### config.mk
export PLATFORM = sky130hd
export DESIGN_NAME = intr_vector_seq
export DESIGN_NICKNAME = d
export VERILOG_FILES = /design/src/rtl/intr_pkg.sv /design/src/rtl/intr_arbiter.sv /design/src/rtl/intr_vec_sel.sv /design/src/rtl/intr_push_seq.sv /design/src/rtl/intr_vector_seq.sv
export SDC_FILE = /design/constraint.sdc
export NUM_CORES = 1
export LEC_CHECK = 0
export BUFFER_PORTS_ARGS = -buffer_cell sky130_fd_sc_hd__buf_2
export CORE_MARGIN = 2
export CORE_UTILIZATION = 25
export CTS_BUF_LIST = sky130_fd_sc_hd__clkbuf_16
export CTS_CLUSTER_DIAMETER = 120
export DETAILED_ROUTE_END_ITERATION = 10
export PLACE_DENSITY = 0.44
export SLEW_MARGIN = 20
export SYNTH_ARGS = -nofsm -noshare
export SYNTH_HDL_FRONTEND = slang
export SYNTH_SLANG_ARGS = --single-unit
### constraint.sdc
create_clock -name clk -period 4.9 [get_ports clk]
set_clock_uncertainty 0.2 [all_clocks]
set_input_delay 0.49 -clock clk [delete_from_list [all_inputs] [get_ports clk]]
set_output_delay 0.49 -clock clk [all_outputs]
set_load 0.05 [all_outputs]
### src/rtl/intr_pkg.sv
package intr_pkg;
  typedef enum logic [1:0] {
    SRC_NONE = 2'd0,
    SRC_IRQ  = 2'd1,
    SRC_SWI  = 2'd2,
    SRC_NMI  = 2'd3
  } src_e;

  typedef enum logic [1:0] {
    ST_IDLE = 2'd0,
    ST_PUSH = 2'd1,
    ST_VEC  = 2'd2,
    ST_DONE = 2'd3
  } st_e;
endpackage

### src/rtl/intr_arbiter.sv
module intr_arbiter
  import intr_pkg::*;
(
  input  logic clk,
  input  logic rst_n,
  input  logic irq_n,
  input  logic nmi_n,
  input  logic swi_req,
  input  logic i_mask,
  input  logic boundary,
  input  logic idle,
  output src_e pick,
  output logic take
);
  logic nmi_prev;
  logic nmi_pend;
  logic nmi_fall;

  assign nmi_fall = nmi_prev & ~nmi_n;

  // Fixed ranking: edge-held non-maskable, then unmasked level request, then software.
  always_comb begin
    if (nmi_pend)                pick = SRC_NMI;
    else if (!irq_n && !i_mask)  pick = SRC_IRQ;
    else if (swi_req)            pick = SRC_SWI;
    else                         pick = SRC_NONE;
  end

  assign take = boundary && idle && (pick != SRC_NONE);

  always_ff @(posedge clk or negedge rst_n) begin
    if (!rst_n) begin
      nmi_prev <= 1'b1;
      nmi_pend <= 1'b0;
    end else begin
      nmi_prev <= nmi_n;
      nmi_pend <= (nmi_pend & ~(take && pick == SRC_NMI)) | nmi_fall;
    end
  end
endmodule

### src/rtl/intr_vec_sel.sv
module intr_vec_sel
  import intr_pkg::*;
#(
  parameter int          AW      = 16,
  parameter logic [15:0] VEC_IRQ = 16'hFFF8,
  parameter logic [15:0] VEC_SWI = 16'hFFFA,
  parameter logic [15:0] VEC_NMI = 16'hFFFC
) (
  input  src_e          src,
  output logic [AW-1:0] base
);
  always_comb begin
    unique case (src)
      SRC_NMI: base = AW'(VEC_NMI);
      SRC_SWI: base = AW'(VEC_SWI);
      default: base = AW'(VEC_IRQ);
    endcase
  end
endmodule

### src/rtl/intr_push_seq.sv
module intr_push_seq
  import intr_pkg::*;
#(
  parameter int AW = 16,
  parameter int DW = 8
) (
  input  logic          clk,
  input  logic          rst_n,
  input  logic          start,
  input  logic [AW-1:0] vec_base,
  input  logic [2*DW-1:0] pc_in,
  input  logic [2*DW-1:0] x_in,
  input  logic [DW-1:0] a_in,
  input  logic [DW-1:0] b_in,
  input  logic [DW-1:0] ccr_in,
  input  logic [AW-1:0] sp_in,
  input  logic          mem_ready,
  input  logic [DW-1:0] mem_rdata,
  output logic [AW-1:0] mem_addr,
  output logic [DW-1:0] mem_wdata,
  output logic          mem_we,
  output logic          mem_re,
  output logic          idle,
  output logic          done,
  output logic [AW-1:0] sp_cur,
  output logic [2*DW-1:0] pc_new,
  output logic          i_load
);
  localparam int NBYTES = 7;
  localparam int SW     = $clog2(NBYTES);
  localparam logic [SW-1:0] LAST = SW'(NBYTES - 1);

  st_e            st;
  logic [SW-1:0]  step;
  logic [AW-1:0]  base_q;
  logic [DW-1:0]  frame [NBYTES];
  logic [DW-1:0]  vhi, vlo;

  assign idle    = (st == ST_IDLE);
  assign done    = (st == ST_DONE);
  assign mem_we  = (st == ST_PUSH);
  assign mem_re  = (st == ST_VEC);
  assign mem_addr  = mem_re ? base_q + AW'(step[0]) : sp_cur;
  assign mem_wdata = frame[step];
  assign pc_new    = {vhi, vlo};

  always_ff @(posedge clk or negedge rst_n) begin
    if (!rst_n) begin
      st     <= ST_IDLE;
      step   <= '0;
      sp_cur <= '0;
      base_q <= '0;
      vhi    <= '0;
      vlo    <= '0;
      i_load <= 1'b0;
      for (int k = 0; k < NBYTES; k++) frame[k] <= '0;
    end else begin
      i_load <= 1'b0;
      unique case (st)
        ST_IDLE: if (start) begin
          frame[0] <= pc_in[DW-1:0];
          frame[1] <= pc_in[2*DW-1:DW];
          frame[2] <= x_in[DW-1:0];
          frame[3] <= x_in[2*DW-1:DW];
          frame[4] <= a_in;
          frame[5] <= b_in;
          frame[6] <= ccr_in;
          sp_cur   <= sp_in;
          base_q   <= vec_base;
          step     <= '0;
          st       <= ST_PUSH;
        end
        ST_PUSH: if (mem_ready) begin
          sp_cur <= sp_cur - AW'(1);
          if (step == LAST) begin
            step   <= '0;
            i_load <= 1'b1;
            st     <= ST_VEC;
          end else begin
            step <= step + SW'(1);
          end
        end
        ST_VEC: if (mem_ready) begin
          if (step[0] == 1'b0) begin
            vhi  <= mem_rdata;
            step <= SW'(1);
          end else begin
            vlo  <= mem_rdata;
            step <= '0;
            st   <= ST_DONE;
          end
        end
        default: st <= ST_IDLE;
      endcase
    end
  end
endmodule

### src/rtl/intr_vector_seq.sv
module intr_vector_seq
  import intr_pkg::*;
#(
  parameter int          AW      = 16,
  parameter int          DW      = 8,
  parameter logic [15:0] VEC_IRQ = 16'hFFF8,
  parameter logic [15:0] VEC_SWI = 16'hFFFA,
  parameter logic [15:0] VEC_NMI = 16'hFFFC
) (
  input  logic            clk,
  input  logic            rst_n,
  input  logic            irq_n,
  input  logic            nmi_n,
  input  logic            swi_req,
  input  logic            i_flag,
  input  logic            insn_boundary,
  input  logic [2*DW-1:0] pc_in,
  input  logic [2*DW-1:0] x_in,
  input  logic [DW-1:0]   a_in,
  input  logic [DW-1:0]   b_in,
  input  logic [DW-1:0]   ccr_in,
  input  logic [AW-1:0]   sp_in,
  input  logic            mem_ready,
  input  logic [DW-1:0]   mem_rdata,
  output logic [AW-1:0]   mem_addr,
  output logic [DW-1:0]   mem_wdata,
  output logic            mem_we,
  output logic            mem_re,
  output logic            busy,
  output logic            sp_load,
  output logic [AW-1:0]   sp_out,
  output logic            pc_load,
  output logic [2*DW-1:0] pc_out,
  output logic            i_load,
  output logic            i_out
);
  src_e          pick;
  logic          take;
  logic          idle;
  logic          done;
  logic [AW-1:0] vec_base;

  intr_arbiter u_arb (
    .clk      (clk),
    .rst_n    (rst_n),
    .irq_n    (irq_n),
    .nmi_n    (nmi_n),
    .swi_req  (swi_req),
    .i_mask   (i_flag),
    .boundary (insn_boundary),
    .idle     (idle),
    .pick     (pick),
    .take     (take)
  );

  intr_vec_sel #(
    .AW(AW), .VEC_IRQ(VEC_IRQ), .VEC_SWI(VEC_SWI), .VEC_NMI(VEC_NMI)
  ) u_vsel (
    .src  (pick),
    .base (vec_base)
  );

  intr_push_seq #(.AW(AW), .DW(DW)) u_seq (
    .clk       (clk),
    .rst_n     (rst_n),
    .start     (take),
    .vec_base  (vec_base),
    .pc_in     (pc_in),
    .x_in      (x_in),
    .a_in      (a_in),
    .b_in      (b_in),
    .ccr_in    (ccr_in),
    .sp_in     (sp_in),
    .mem_ready (mem_ready),
    .mem_rdata (mem_rdata),
    .mem_addr  (mem_addr),
    .mem_wdata (mem_wdata),
    .mem_we    (mem_we),
    .mem_re    (mem_re),
    .idle      (idle),
    .done      (done),
    .sp_cur    (sp_out),
    .pc_new    (pc_out),
    .i_load    (i_load)
  );

  assign busy    = ~idle;
  assign pc_load = done;
  assign sp_load = done;
  assign i_out   = 1'b1;
endmodule

==> results.py, run 1 <==
metrics = {
    "detailed_routing": {
        "via_count": 3804,
        "vias_per_cell": 4.54,
        "routed_wl_um": 13200,
        "drc": 0,
        "drt_iter0_drc": 98,
        "drtPass1Iterations": 4,
        "ant_nets": 0,
        "wire_per_inst_um": 15.7,
    },
    "flow_run": {
        "max_cap_violations": 0,
    },
    "global_route": {
        "overflow": 0,
        "grtUsageTotal_pct": 12.6,
        "grt_pass1_wl_um": 21400,
        "grt_pass1_vias": 4051,
        "grt_max_degree": 69,
        "antenna_found_initial": 3,
    },
    "sta": {
        "finalCriticalPeriod_ns": 3.29,
        "grt_setup_unrepaired": "false",
        "maxSlewHeadroom_pct": 30.4,
        "tns_ns": 0,
        "fin_crit_sh_pct": 67.1,
        "hold_viol": 0,
        "tightest_slew_ns": 1.04,
        "finalSetupViolCount": 0,
        "clock.fmax_ghz": 0.304,
        "finalMaxSlewViolations": 0,
    },
    "floorplanning": {
        "core.rowCount": 51,
        "core_um2": 19500,
        "die_h_um": 145,
        "initial_utilization_pct": 25.6,
        "die_w_um": 145,
        "io_pins": 151,
        "die_area_um2": 21100,
    },
    "clocking": {
        "cts_max_path_buffers": 2,
        "htree_levels": 3,
        "cts_root_buf": "clkbuf_16",
        "post_cts_buffers": 0,
        "cts_sinks": 99,
        "clock_latency_ns": 0.36,
        "cts-buffers-inserted": 9,
        "clk_pin_slew_worst_paths_ns": 0.07,
        "cts_resized": 0,
        "cts_tree": "yes",
        "postCtsHoldBufs": 0,
    },
    "setup_path": {
        "path_max_fanout": 27,
        "crit_chain": "inv_1 -> ha_1 -> nand2_1 -> o21ai_0 -> buf_2",
        "slowest_stage": "ha_1",
        "path_delay_family": "adder cells",
        "crit_path_end_kind": "primary output",
        "start_kind": "register",
        "startpoint": "u_seq.st[0]",
        "path_class": "register to primary output",
        "cp_slowest_stage_delay_ns": 0.75,
        "cp.buffers_inverters": 2,
        "reg2reg_from": "u_seq.st[0]",
        "cp.arrival_ns": 2.60,
        "crit_required_ns": 4.21,
    },
    "logic_synthesis": {
        "syn-num-nets": 521,
        "yosys.area.top_type": "dfrtp_1",
        "synth_most_common_cell": "dfrtp_1",
        "async_flop_share_pct": 100,
        "synth.distinct_cells": 53,
        "synth-main-ff-cell": "dfrtp_1",
        "ys_seq_elements": 99,
        "syn_avg_cell_area_um2": 11.7,
        "ys_top_cells_by_area": "dfrtp_1 (49%), mux2_2 (17%), mux4_2 (3.6%)",
        "synth_top_area_share_pct": 49.1,
        "synth_warnings": 0,
        "syn_area_um2": 4990,
        "postSynthCellCount": 427,
        "synth_commonest_cells": "dfrtp_1 (98), mux2_2 (75), o21ai_0 (35)",
        "synth-edff-count": 0,
        "synth-seq-area-share_pct": 49.7,
    },
    "power_and_ir_drop": {
        "p_leak_uw": 0.00282,
        "ir_worst_vdd_mv": 0.512,
        "power_density_nw_per_um2": 817,
    },
    "layout": {
        "fillCellCount": 2041,
        "nets": 658,
        "syn2layout_area_growth_pct": 25.8,
        "layout-drive-gt1-share_pct": 47.8,
        "final_cells": 837,
    },
    "status": {
        "status": "finished, final reports clean",
    },
    "placement": {
        "gp_congestion": 0.750,
        "dp.cells": 818,
        "place.port_buffers": 149,
        "place.detailed.hpwl_um": 9670,
    },
    "min_path": {
        "hp-class": "input pin to register",
        "timing.hold.worst.start": "nmi_n",
    },
}
[metal layers]
layer	global-route usage, %	share of wire (%)
met5	0	0.14
met4	4.22	1.6
met3	4.40	7.8
met2	20.6	47
met1	15.6	44
[metrics by stage]
stage / hold slack (ns) / util [%] / total power [uW] / setup WS [ns] / cell area (um2)
CTS: 0.0386 / 32.1 / 5210 / 1.53 / 6270
detailed placement: 0.252 / 30.5 / 4440 / 1.94 / 5960
global route: 0.0442 / 32.1 / 5460 / 1.37 / 6270
finish: 0.0502 / 32.1 / 5130 / 1.61 / 6280
global placement: 0.249 / 30.5 / 4390 / 1.92 / 5960
floorplan: -0.00559 / - / 3760 / 1.83 / 4990
[power breakdown]
group,switching (uW),total (uW),internal [uW]
combinational,1940,2870,927
clock,344,750,405
sequential,297,1510,1220
total,2580,5130,2550
[layout by cell type, fill, tap and decap left out, types with 3 or more instances in the layout]
| cell | instances |
|---|---|
| mux2_2 | 75 |
| ha_1 | 6 |
| a21o_1 | 4 |
| clkinvlp_4 | 3 |
| o22ai_1 | 12 |
| nand3_1 | 3 |
| mux4_2 | 8 |
| a21oi_1 | 19 |
| dfrtp_1 | 98 |
| and4_1 | 4 |
| nand2_1 | 27 |
| clkbuf_16 | 9 |
| nor2_1 | 16 |
| or2_2 | 3 |
| buf_4 | 5 |
| o21ai_1 | 4 |
| buf_2 | 148 |
| o21ai_0 | 35 |
| nand4_1 | 4 |
| mux2i_1 | 11 |
| nor3_1 | 10 |
| inv_1 | 22 |
| diode_2 | 3 |
[state kept, by name (all words and copies together) (netlist names)]
register        flops
u_arb.nmi_pend      1
u_arb.nmi_prev      1
u_seq.base_q        3
u_seq.frame        56
u_seq.i_load        1
u_seq.sp_cur       16
u_seq.st            2
u_seq.step          3
u_seq.vhi           8
u_seq.vlo           8
[worst paths after layout]
| kind | slack (ns) | cells after the start | endpoint |
|---|---|---|---|
| min in group asynchronous | 0.06 | 1 | u_seq.frame[2] |
| setup / recovery | 1.61 | 5 | mem_addr[6] |
| hold reg to reg | 0.27 | 1 | u_seq.base_q[14] |
| max in group asynchronous | 3.40 | 2 | u_arb.nmi_prev |
| setup reg to reg | 2.17 | 8 | u_seq.sp_cur[11] |
| hold / removal | 0.05 | 1 | u_arb.nmi_prev |
[area by class of cell]
cell class	instances	area, um2	share of cell area [%]
timing repair buffer	153	778	12.4
tap	265	332	5.28
clock inverter	7	83.8	1.34
antenna	3	7.51	0.120
sequential	99	2480	39.5
inverter	23	86.3	1.38
clock buffer	9	225	3.59
multi-input combinational	278	2290	36.4
[cell families (layout without fill, tap and decap cells)]
family	Yosys count	after routing	synth area share, %
multiplexers	94	94	22.7
adder cells (fa/ha/maj)	6	6	1.50
flip-flops	99	99	49.7
buffers and inverters	50	192	4.51
other	1	4	0.0752
AND/OR/NAND/NOR	84	84	9.43
AO/OA/AOI/OAI	93	93	12.1
Power figures use the tool's default switching activity.
==> run 2: changes to the inputs <==
clock period = 3.43 ns   (was 4.9 ns; I/O delays follow)
==> run 2 against run 1 <==
Effect of this change:
- register-to-register slack worse by 1.2 ns
- combinational power grew 46%
- highest routed layer unchanged
- routed wire length rose by 3.3%
- clock power is 36% higher
==> results.py, run 2 (synthesis results as in run 1) <==
metrics = {
    "status": {
        "status": "finished, final reports clean",
    },
    "min_path": {
        "timing.hold.worst.start": "x_in[14]",
        "min_to": "u_seq.frame[30]",
        "hp-class": "input pin to register",
        "holdPathStages": 2,
    },
    "clocking": {
        "htree_levels": 3,
        "cts_tree": "yes",
        "clock_latency_ns": 0.36,
        "cts_resized": 0,
        "clk_pin_slew_worst_paths_ns": 0.08,
        "post_cts_buffers": 0,
        "cts_sinks": 99,
        "cts_max_path_buffers": 2,
        "cts_root_buf": "clkbuf_16",
        "cts-buffers-inserted": 9,
    },
    "setup_path": {
        "path_delay_family": "simple AND/OR/NAND/NOR gates",
        "rr_worst_depth": 7,
        "path_class": "register to primary output",
        "crit_required_ns": 2.89,
        "crit_path_end_kind": "primary output",
        "reg2reg_from": "u_seq.st[1]",
        "cp.buffers_inverters": 1,
        "cp_slowest_stage_delay_ns": 0.67,
        "cp.arrival_ns": 2.37,
        "crit_chain": "nor2b_1 -> a21oi_1 -> o21ai_0 -> buf_2",
        "slowest_stage": "nor2b_1",
        "reg2reg_to": "u_seq.sp_cur[9]",
        "path_max_fanout": 9,
        "r2r_slack_ns": 0.96,
        "start_kind": "register",
    },
    "sta": {
        "clock.fmax_ghz": 0.344,
        "finalMaxSlewViolations": 0,
        "grt_setup_unrepaired": "false",
        "tightest_slew_ns": 0.776,
        "finalSetupViolCount": 0,
        "maxSlewHeadroom_pct": 48.3,
        "hold_viol": 0,
        "tns_ns": 0,
        "finalCriticalPeriod_ns": 2.91,
        "fin_crit_sh_pct": 84.8,
    },
    "power_and_ir_drop": {
        "power_density_nw_per_um2": 1150,
        "p_leak_uw": 0.00289,
        "ir_worst_vdd_mv": 0.505,
        "power_uw": 7350,
    },
    "floorplanning": {
        "core.rowCount": 51,
        "die_area_um2": 21100,
        "core_um2": 19500,
        "io_pins": 151,
        "initial_utilization_pct": 25.6,
        "die_w_um": 145,
        "die_h_um": 145,
    },
    "layout": {
        "final-seq-area_um2": 2480,
        "reg_top3": "u_seq.frame (56), u_seq.sp_cur (16)",
        "top_register": "u_seq.frame",
        "fillCellCount": 2072,
        "nets": 673,
        "syn2layout_area_growth_pct": 28.2,
        "final_cell_mix": "buf_2 (148), dfrtp_1 (98), mux2_2 (75), o21ai_0 (35), nand2_1 (27)",
        "layout-drive-gt1-share_pct": 47.6,
        "final_common_cell": "buf_2",
        "largest_reg_flops": 56,
        "multi_input_area_um2": 2290,
    },
    "global_route": {
        "grt_pass1_vias": 4242,
        "grt_max_degree": 59,
        "overflow": 0,
        "antenna_found_initial": 4,
        "grt_pass1_wl_um": 22300,
        "grtUsageTotal_pct": 13.2,
    },
    "detailed_routing": {
        "drtPass1Iterations": 4,
        "wire_per_inst_um": 16.0,
        "vias_per_cell": 4.57,
        "routed_wl_um": 13600,
        "via_count": 3891,
        "drc": 0,
        "ant_nets": 0,
        "drt_iter0_drc": 124,
    },
    "placement": {
        "place.port_buffers": 149,
        "place.detailed.hpwl_um": 10100,
        "gp_congestion": 0.762,
    },
    "flow_run": {
        "max_cap_violations": 0,
    },
}
## run 2: area by class of cell
class	count	share of cell area (%)
timing repair buffer	168	14.3
inverter	23	1.35
clock buffer	9	3.52
tap	265	5.18
sequential	99	38.7
antenna	2	0.0782
multi-input combinational	278	35.7
clock inverter	7	1.13
## run 2: worst max path at each step
stage	from	endpoint	slack [ns]	cells after the start
floorplan	u_seq.st[0]	mem_addr[15]	0.50	5
global placement	u_seq.step[0]	mem_wdata[1]	0.84	4
detailed placement	u_seq.step[0]	mem_wdata[6]	0.86	4
CTS	u_seq.step[0]	mem_wdata[6]	0.45	4
global route	u_seq.step[0]	mem_wdata[6]	0.25	4
finish	u_seq.step[0]	mem_wdata[6]	0.52	4
## run 2: per-layer routing
metal	GRT usage [%]	up-vias	routed length, um
met5	0	-	16
met4	4.07	2	150
met3	4.50	13	993
met2	21.4	128	6440
met1	16.7	1902	6010
li1	-	1846	-
## run 2: through the flow
step / worst slack, ns / std cells / hold slack [ns] / util (%) / cell area [um2]
5_1_grt: 0.247 / 849 / 0.00262 / 32.7 / 6390
2_1_floorplan: 0.502 / 427 / -0.153 / - / 4990
4_1_cts: 0.448 / 847 / 0.000803 / 32.6 / 6370
6_report: 0.522 / 851 / 0.0157 / 32.8 / 6400
3_3_place_gp: 0.837 / 824 / 0.249 / 30.8 / 6010
3_5_place_dp: 0.860 / 824 / 0.255 / 30.8 / 6010
## run 2: what timing repair did
item                       4_1_cts  5_1_grt
hold endpoints to repair        62        2
hold buffers                     7        2
setup endpoints to repair        0        0
## run 2: power by group
group | internal [uW] | leakage [uW] | total (uW) | switching [uW]
Clock | 514 | 0.000143 | 1020 | 508
Sequential | 1740 | 0.00117 | 2140 | 406
Combinational | 1360 | 0.00158 | 4190 | 2830
Total | 3610 | 0.00289 | 7350 | 3750
